`src/rtl/inj_pkg.sv`:
```
package inj_pkg;
  localparam int WORD_W  = 32;
  localparam int N_WORDS = 4;
  localparam int UNIT_W  = WORD_W * N_WORDS;
  localparam int FIRST_HIT_WORD = 0;

  typedef enum logic [2:0] {
    ST_IDLE, ST_WAIT_ACT, ST_REQ, ST_RD, ST_RWAIT, ST_WR, ST_END, ST_EVAL
  } inj_state_t;

  // Mask with bit 0 set in the chosen word and in its upper neighbour.
  function automatic logic [UNIT_W-1:0] pair_mask(input int first_word);
    logic [UNIT_W-1:0] m;
    m = '0;
    for (int w = 0; w < N_WORDS; w++) begin
      if (w == first_word || w == first_word + 1) m[w*WORD_W] = 1'b1;
    end
    return m;
  endfunction

  function automatic logic [UNIT_W-1:0] corrupt_unit(input logic [UNIT_W-1:0] d);
    return d ^ pair_mask(FIRST_HIT_WORD);
  endfunction
endpackage

```
`src/rtl/inj_addr_walker.sv`:
```
module inj_addr_walker #(
  parameter int AW = 32
) (
  input  logic          clk,
  input  logic          rst_n,
  input  logic          load,
  input  logic          step,
  input  logic          in_sweep,
  input  logic [AW-1:0] cfg_start,
  input  logic [AW-1:0] cfg_end,
  output logic [AW-1:0] cur_addr,
  output logic          at_last,
  output logic          bounds_bad
);
  logic [AW-1:0] start_q, end_q, cur_q;

  always_ff @(posedge clk) begin
    if (!rst_n) begin
      start_q <= '0;
      end_q   <= '0;
      cur_q   <= '0;
    end else if (load) begin
      start_q <= cfg_start;
      end_q   <= cfg_end;
      cur_q   <= cfg_start;
    end else if (step) begin
      cur_q <= cur_q + {{(AW-1){1'b0}}, 1'b1};
    end
  end

  assign cur_addr   = cur_q;
  assign at_last    = (cur_q == end_q);
  assign bounds_bad = (cfg_end < cfg_start);

  // the walking address stays inside the latched window
  assert_addr_in_window_R2: assert property (@(posedge clk) disable iff (!rst_n)
    in_sweep |-> (cur_q >= start_q && cur_q <= end_q));

  // the sequencer never steps past the end bound
  assert_no_step_past_end_R6: assert property (@(posedge clk) disable iff (!rst_n)
    step |-> !at_last);
endmodule

```
`src/rtl/inj_event_counter.sv`:
```
module inj_event_counter #(
  parameter int CNT_W = 32
) (
  input  logic             clk,
  input  logic             rst_n,
  input  logic             clear,
  input  logic             inc,
  output logic [CNT_W-1:0] count
);
  always_ff @(posedge clk) begin
    if (!rst_n)     count <= '0;
    else if (clear) count <= '0;
    else if (inc)   count <= count + {{(CNT_W-1){1'b0}}, 1'b1};
  end

  // the counter only moves by one or back to zero
  assert_count_step_R8: assert property (@(posedge clk) disable iff (!rst_n)
    (count != $past(count)) |-> (count == $past(count) + 1'b1 || count == '0));
endmodule

```
`src/rtl/inj_rmw_seq.sv`:
```
module inj_rmw_seq
  import inj_pkg::*;
(
  input  logic              clk,
  input  logic              rst_n,
  input  logic              arm,
  input  logic              bounds_bad,
  input  logic              workload_active,
  input  logic              at_last,
  input  logic              eval_ack,
  input  logic              mem_gnt,
  input  logic              mem_rvalid,
  input  logic [UNIT_W-1:0] mem_rdata,
  output logic              load,
  output logic              step,
  output logic              fire,
  output logic              mem_req,
  output logic              mem_cmd_valid,
  output logic              mem_we,
  output logic [UNIT_W-1:0] mem_wdata,
  output logic              inj_end,
  output logic              busy,
  output logic              sweep_done,
  output logic              sweep_err
);
  inj_state_t state, nxt;
  logic [UNIT_W-1:0] wbuf;
  logic err_q, done_q;

  assign load = (state == ST_IDLE) && arm && !bounds_bad;
  assign step = (state == ST_EVAL) && eval_ack && !at_last;
  assign fire = (state == ST_END);

  always_comb begin
    nxt = state;
    unique case (state)
      ST_IDLE:     if (load) nxt = ST_WAIT_ACT;
      ST_WAIT_ACT: if (workload_active) nxt = ST_REQ;
      ST_REQ:      if (mem_gnt) nxt = ST_RD;
      ST_RD:       if (mem_gnt) nxt = ST_RWAIT;
      ST_RWAIT:    if (mem_rvalid) nxt = ST_WR;
      ST_WR:       if (mem_gnt) nxt = ST_END;
      ST_END:      nxt = ST_EVAL;
      ST_EVAL:     if (eval_ack) nxt = at_last ? ST_IDLE : ST_WAIT_ACT;
      default:     nxt = ST_IDLE;
    endcase
  end

  always_ff @(posedge clk) begin
    if (!rst_n) begin
      state  <= ST_IDLE;
      wbuf   <= '0;
      err_q  <= 1'b0;
      done_q <= 1'b0;
    end else begin
      state <= nxt;
      if (state == ST_IDLE && arm) begin
        err_q  <= bounds_bad;
        done_q <= 1'b0;
      end
      if (state == ST_RWAIT && mem_rvalid) wbuf <= corrupt_unit(mem_rdata);
      if (state == ST_EVAL && eval_ack && at_last) done_q <= 1'b1;
    end
  end

  assign mem_req       = (state == ST_REQ) || (state == ST_RD) ||
                         (state == ST_RWAIT) || (state == ST_WR);
  assign mem_cmd_valid = ((state == ST_RD) || (state == ST_WR)) && mem_gnt;
  assign mem_we        = (state == ST_WR);
  assign mem_wdata     = wbuf;
  assign inj_end       = (state == ST_END);
  assign busy          = (state != ST_IDLE);
  assign sweep_done    = done_q;
  assign sweep_err     = err_q;

  // commands only under an active, granted request
  assert_cmd_granted_R4: assert property (@(posedge clk) disable iff (!rst_n)
    mem_cmd_valid |-> (mem_gnt && mem_req));

  // the end-of-injection pulse lasts one cycle
  assert_end_single_R5: assert property (@(posedge clk) disable iff (!rst_n)
    inj_end |=> !inj_end);

  // parked until the evaluator acknowledges
  assert_hold_for_ack_R5: assert property (@(posedge clk) disable iff (!rst_n)
    (state == ST_EVAL && !eval_ack) |=> (state == ST_EVAL && !mem_req));

  // a request only starts after the workload phase was active
  assert_start_active_R3: assert property (@(posedge clk) disable iff (!rst_n)
    $rose(mem_req) |-> $past(workload_active));

  // the bus is dropped right after the write command
  assert_release_after_write_R4: assert property (@(posedge clk) disable iff (!rst_n)
    (mem_cmd_valid && mem_we) |=> !mem_req);
endmodule

```
`src/rtl/mcu_pair_injector.sv`:
```
module mcu_pair_injector #(
  parameter int AW    = 32,
  parameter int CNT_W = 32
) (
  input  logic                       clk,
  input  logic                       rst_n,
  input  logic [AW-1:0]              cfg_start_addr,
  input  logic [AW-1:0]              cfg_end_addr,
  input  logic                       arm,
  input  logic                       workload_active,
  input  logic                       eval_ack,
  output logic                       mem_req,
  input  logic                       mem_gnt,
  output logic                       mem_cmd_valid,
  output logic                       mem_we,
  output logic [AW-1:0]              mem_addr,
  output logic [inj_pkg::UNIT_W-1:0] mem_wdata,
  input  logic                       mem_rvalid,
  input  logic [inj_pkg::UNIT_W-1:0] mem_rdata,
  output logic                       inj_end,
  output logic                       busy,
  output logic                       sweep_done,
  output logic                       sweep_err,
  output logic [CNT_W-1:0]           inj_count
);
  logic load_w, step_w, fire_w, at_last_w, bounds_bad_w;

  inj_addr_walker #(.AW(AW)) u_walker (
    .clk(clk), .rst_n(rst_n), .load(load_w), .step(step_w), .in_sweep(busy),
    .cfg_start(cfg_start_addr), .cfg_end(cfg_end_addr),
    .cur_addr(mem_addr), .at_last(at_last_w), .bounds_bad(bounds_bad_w)
  );

  inj_rmw_seq u_seq (
    .clk(clk), .rst_n(rst_n), .arm(arm), .bounds_bad(bounds_bad_w),
    .workload_active(workload_active), .at_last(at_last_w), .eval_ack(eval_ack),
    .mem_gnt(mem_gnt), .mem_rvalid(mem_rvalid), .mem_rdata(mem_rdata),
    .load(load_w), .step(step_w), .fire(fire_w),
    .mem_req(mem_req), .mem_cmd_valid(mem_cmd_valid), .mem_we(mem_we),
    .mem_wdata(mem_wdata), .inj_end(inj_end), .busy(busy),
    .sweep_done(sweep_done), .sweep_err(sweep_err)
  );

  inj_event_counter #(.CNT_W(CNT_W)) u_count (
    .clk(clk), .rst_n(rst_n), .clear(load_w), .inc(fire_w), .count(inj_count)
  );

  // a rejected sweep never touches the bus
  assert_err_blocks_bus_R7: assert property (@(posedge clk) disable iff (!rst_n)
    sweep_err |-> (!mem_req && !busy));

  // completion means idle
  assert_done_idle_R6: assert property (@(posedge clk) disable iff (!rst_n)
    sweep_done |-> !busy);
endmodule

```
`config.mk`:
```
export PLATFORM = sky130hd
export DESIGN_NAME = mcu_pair_injector
export DESIGN_NICKNAME = d
export VERILOG_FILES = /design/src/rtl/inj_pkg.sv /design/src/rtl/inj_addr_walker.sv /design/src/rtl/inj_event_counter.sv /design/src/rtl/inj_rmw_seq.sv /design/src/rtl/mcu_pair_injector.sv
export SDC_FILE = /design/constraint.sdc
export NUM_CORES = 1
export LEC_CHECK = 0
export BUFFER_PORTS_ARGS = -buffer_cell sky130_fd_sc_hd__buf_4
export CAP_MARGIN = 5
export CELL_PAD_IN_SITES_DETAIL_PLACEMENT = 0
export CELL_PAD_IN_SITES_GLOBAL_PLACEMENT = 1
export CORE_ASPECT_RATIO = 2
export CORE_MARGIN = 4
export CORE_UTILIZATION = 37
export CTS_BUF_LIST = sky130_fd_sc_hd__clkbuf_4 sky130_fd_sc_hd__clkbuf_8 sky130_fd_sc_hd__clkbuf_16
export DETAILED_ROUTE_END_ITERATION = 7
export PLACE_DENSITY = 0.9
export REMOVE_ABC_BUFFERS = 1
export SLEW_MARGIN = 20
export SYNTH_ARGS = -nofsm -noshare
export SYNTH_HDL_FRONTEND = slang
export SYNTH_SLANG_ARGS = --single-unit
```
`constraint.sdc`:
```
create_clock -name clk -period 5.53 [get_ports clk]
set_clock_uncertainty 0.2 [all_clocks]
set_input_delay 0.2765 -clock clk [delete_from_list [all_inputs] [get_ports clk]]
set_output_delay 0.2765 -clock clk [all_outputs]
set_load 0.02 [all_outputs]
```
==> impl_metrics.sql <==
INSERT INTO impl_metrics (metric_group, metric, value, unit) VALUES
('worst_setup_path', 'timing.critical_path.cells', 'dlygate4sd3_1 > buf_4 > ha_1 > a21oi_1 > o21ai_1 > a2111oi_0 > o211ai_1 > a21oi_4 > buf_4 > o21ai_0 > dlygate4sd3_1 > a31oi_1', ''),
('synthesis', 'yosysWarnings', '0', ''),
('finish', 'layout.cells.non_filler', '2209', ''),
('run_status', 'status', 'finished, final reports clean', ''),
('placed_design', 'dp_hpwl', '28300', 'um'),
('clock_network', 'cts_max_level', '1', ''),
('floorplan', 'die_area', '30280', 'sq um'),
('sta', 'finalCriticalPeriod', '3.946', 'ns'),
('synthesis', 'synthSimpleGateAreaFrac', '23.62', '%'),
('worst_setup_path', 'critical_path_buf_inv_count', '4', ''),
('sta', 'max_slew_margin', '27.05', '%'),
('synthesis', 'synth-async-reset-ratio', '0', '%'),
('clock_network', 'cts_root_buf', 'sky130_fd_sc_hd__clkbuf_16', ''),
('worst_setup_path', 'critPathRequiredTime', '5.77', 'ns'),
('global_route', 'maximum_number_of_pins_on_one_net_before_global_route_repair', '106', ''),
('sta', 'grt_setup_unrepaired', 'no', ''),
('floorplan', 'fp-row-count', '85', ''),
('routing', 'dr.pass1.iters', '5', ''),
('synthesis', 'register_area_share_after_synthesis', '45.20', '%'),
('finish', 'stdcell_area', '16090', 'sq um'),
('power_and_ir_drop', 'clkPwrFrac', '37.8', '%'),
('synthesis', 'avgSynthCellArea', '7.850', 'sq um'),
('power_and_ir_drop', 'power.net_switching', '1.215', 'mW'),
('routing', 'detail_route.iter0.violations', '512', ''),
('global_route', 'antenna_found_initial', '3', ''),
('global_route', 'grt_first_pass_wirelength', '61600', 'um'),
('clock_network', 'number_of_sinks_on_the_clock_net', '229', ''),
('finish', 'area.growth.synth_to_final', '58.66', '%'),
('synthesis', 'xor_and_xnor_area_share_after_synthesis', '5.959', '%'),
('clock_network', 'cts_made_buffers', '22', ''),
('floorplan', 'fp.dieW', '125.1', 'um'),
('finish', 'finish.utilization', '59.57', '%'),
('floorplan', 'initial_utilization', '37.55', '%'),
('placed_design', 'globalplace.congestion', '0.8856', ''),
('finish', 'final_layout_size_suffix_gt1_share', '24.60', '%'),
('sta', 'holdWs', '0.03632', 'ns'),
('routing', 'postRouteWirelength', '40060', 'um'),
('synthesis', 'synth.area.mux_share', '0.1974', '%'),
('floorplan', 'floorplan.io_pins', '398', ''),
('routing', 'drc', '0', ''),
('synthesis', 'synth_compound_gate_area_share', '15.75', '%'),
('power_and_ir_drop', 'power.share.combinational', '20.5', '%'),
('worst_setup_path', 'cp_data_arrival_time', '4.19', 'ns'),
('placed_design', 'place_worst_setup_slack', '1.848', 'ns'),
('power_and_ir_drop', 'post-layout-total-power', '4.334', 'mW'),
('synthesis', 'synthesis.area', '10140', 'sq um'),
('power_and_ir_drop', 'power.switching_fraction', '28.03', '%'),
('worst_setup_path', 'crit_path_top_delay_cell', 'sky130_fd_sc_hd__dlygate4sd3_1', ''),
('routing', 'ant_nets', '0', ''),
('clock_network', 'clock_path_buffers', '3', ''),
('worst_setup_path', 'setup.worst_path.end_class', 'flip-flop', ''),
('worst_setup_path', 'timing.critical_path.max_delay_family', 'buffers and inverters', ''),
('sta', 'setup_violations_final', '0', ''),
('synthesis', 'yosys.area_share.adder', '4.565', '%'),
('synthesis', 'ys_ff_latch', '229', ''),
('clock_network', 'cts_tree', 'built', ''),
('routing', 'wire_per_inst', '18.14', 'um'),
('power_and_ir_drop', 'p_per_area', '269.3', 'nW/um^2'),
('global_route', 'grt_overflow', '0', ''),
('sta', 'highest_achievable_clock_rate', '253.4', 'MHz'),
('flow_run', 'cap_viol_max_count', '0', ''),
('sta', 'slew_violations', '0', ''),
('finish', 'leading_cell_type_in_the_layout_fill_and_taps_excluded', 'sky130_fd_sc_hd__buf_4', ''),
('synthesis', 'synthDistinctLibCells', '61', ''),
('synthesis', 'synth_edf_count', '0', ''),
('finish', 'layout_common_cells', 'sky130_fd_sc_hd__buf_4 (402), sky130_fd_sc_hd__nand2_1 (370), sky130_fd_sc_hd__dfxtp_1 (229)', ''),
('placed_design', 'numPlacedInstances', '1968', ''),
('routing', 'drt-vias-per-instance', '5.109', ''),
('floorplan', 'core', '27010', 'sq um'),
('global_route', 'grt_pass1_vias', '11214', ''),
('global_route', 'global_route.usage.total', '24.95', '%');
-- synthesized netlist by cell type (3+ instances only) --
master / n / area share, %
sky130_fd_sc_hd__xnor2_1: 45 / 3.9
sky130_fd_sc_hd__a31oi_1: 16 / 0.99
sky130_fd_sc_hd__o211ai_1: 5 / 0.37
sky130_fd_sc_hd__o21ai_1: 21 / 1.0
sky130_fd_sc_hd__nor2b_1: 4 / 0.25
sky130_fd_sc_hd__o21ai_0: 10 / 0.49
sky130_fd_sc_hd__or3_1: 9 / 0.56
sky130_fd_sc_hd__nand3_1: 31 / 1.5
sky130_fd_sc_hd__nand4_1: 22 / 1.4
sky130_fd_sc_hd__a21oi_1: 196 / 9.7
sky130_fd_sc_hd__nand2b_1: 4 / 0.25
sky130_fd_sc_hd__clkbuf_1: 51 / 1.9
sky130_fd_sc_hd__inv_1: 41 / 1.5
sky130_fd_sc_hd__nor2_1: 65 / 2.4
sky130_fd_sc_hd__nor3_1: 8 / 0.39
sky130_fd_sc_hd__and3_1: 10 / 0.62
sky130_fd_sc_hd__o32a_1: 6 / 0.59
sky130_fd_sc_hd__a211oi_1: 5 / 0.37
sky130_fd_sc_hd__or4_1: 3 / 0.22
sky130_fd_sc_hd__o21a_1: 5 / 0.37
sky130_fd_sc_hd__and2_1: 9 / 0.56
sky130_fd_sc_hd__a21o_1: 3 / 0.22
sky130_fd_sc_hd__dfxtp_1: 229 / 45
sky130_fd_sc_hd__nand2_1: 371 / 14
sky130_fd_sc_hd__buf_2: 18 / 0.89
sky130_fd_sc_hd__ha_1: 37 / 4.6
sky130_fd_sc_hd__xor2_1: 24 / 2.1
-- flip-flops by register name (all words and copies together), names as in the netlist --
| name | count |
|---|---|
| u_seq.sweep_done | 1 |
| u_seq.sweep_err | 1 |
| u_walker.cur_addr | 32 |
| u_walker.end_q | 32 |
| u_seq.mem_wdata | 128 |
| u_count.count | 32 |
| u_seq.state | 3 |
-- worst min-delay path: stages --
cell and delay, ns:
sky130_fd_sc_hd__buf_4 0.11, sky130_fd_sc_hd__inv_1 0.11, sky130_fd_sc_hd__o32a_1 0.16, sky130_fd_sc_hd__a21oi_1 0.06
-- path summary, 6_finish.rpt --
| check | from | end | cells past startpoint |
|---|---|---|---|
| max | cfg_end_addr[17] | u_walker.cur_addr[26] | 12 |
| max reg2reg | u_walker.cur_addr[28] | u_walker.cur_addr[5] | 7 |
| min reg2reg | u_seq.mem_wdata[122] | u_seq.mem_wdata[122] | 2 |
| min | cfg_start_addr[6] | u_walker.cur_addr[6] | 4 |
-- layer usage --
layer	wire length (um)	share of wire [%]	up-vias	global-route usage, %
li1	-	-	5431	-
met1	13810	34	5223	25.11
met2	20840	52	498	46.34
met3	2543	6.3	134	4.568
met4	2866	7.2	0	15.87
met5	0	0	-	0
-- area by class of cell --
type,count,area (sq um),area share (%)
Multi-Input combinational cell,947,5109,31.75
Clock inverter,6,107.6,0.6687
Sequential cell,229,4584,28.49
Tap cell,348,435.4,2.706
Clock buffer,33,675.6,4.199
Inverter,42,162.7,1.011
Timing Repair Buffer,601,5010,31.13
Antenna cell,3,7.507,0.04665
-- power groups by stage --
stage,combinational (mW),clock (mW),sequential (mW)
2_1_floorplan,0.371,0,1.87
5_1_grt,0.958,1.74,1.82
3_3_place_gp,0.750,0,1.84
6_report,0.889,1.64,1.81
4_1_cts,0.886,1.68,1.80
3_5_place_dp,0.758,0,1.84
-- timing repair --
action,4_1_cts,5_1_grt
resized for setup,0,0
setup buffers,0,0
endpoints found under the hold margin,193,0
hold buffers,199,0
-- kinds of logic (layout without fill, tap and decap cells) --
| logic type | count (synthesis) | in the layout |
|---|---|---|
| compound gates | 285 | 285 |
| simple gates | 554 | 554 |
| mux | 2 | 2 |
| flops | 229 | 229 |
| buf+inv | 116 | 682 |
| xor+xnor | 69 | 69 |
| other cells | 0 | 3 |
| fa+ha+maj | 37 | 37 |
Note: power is estimated with default switching activity, not from simulation.
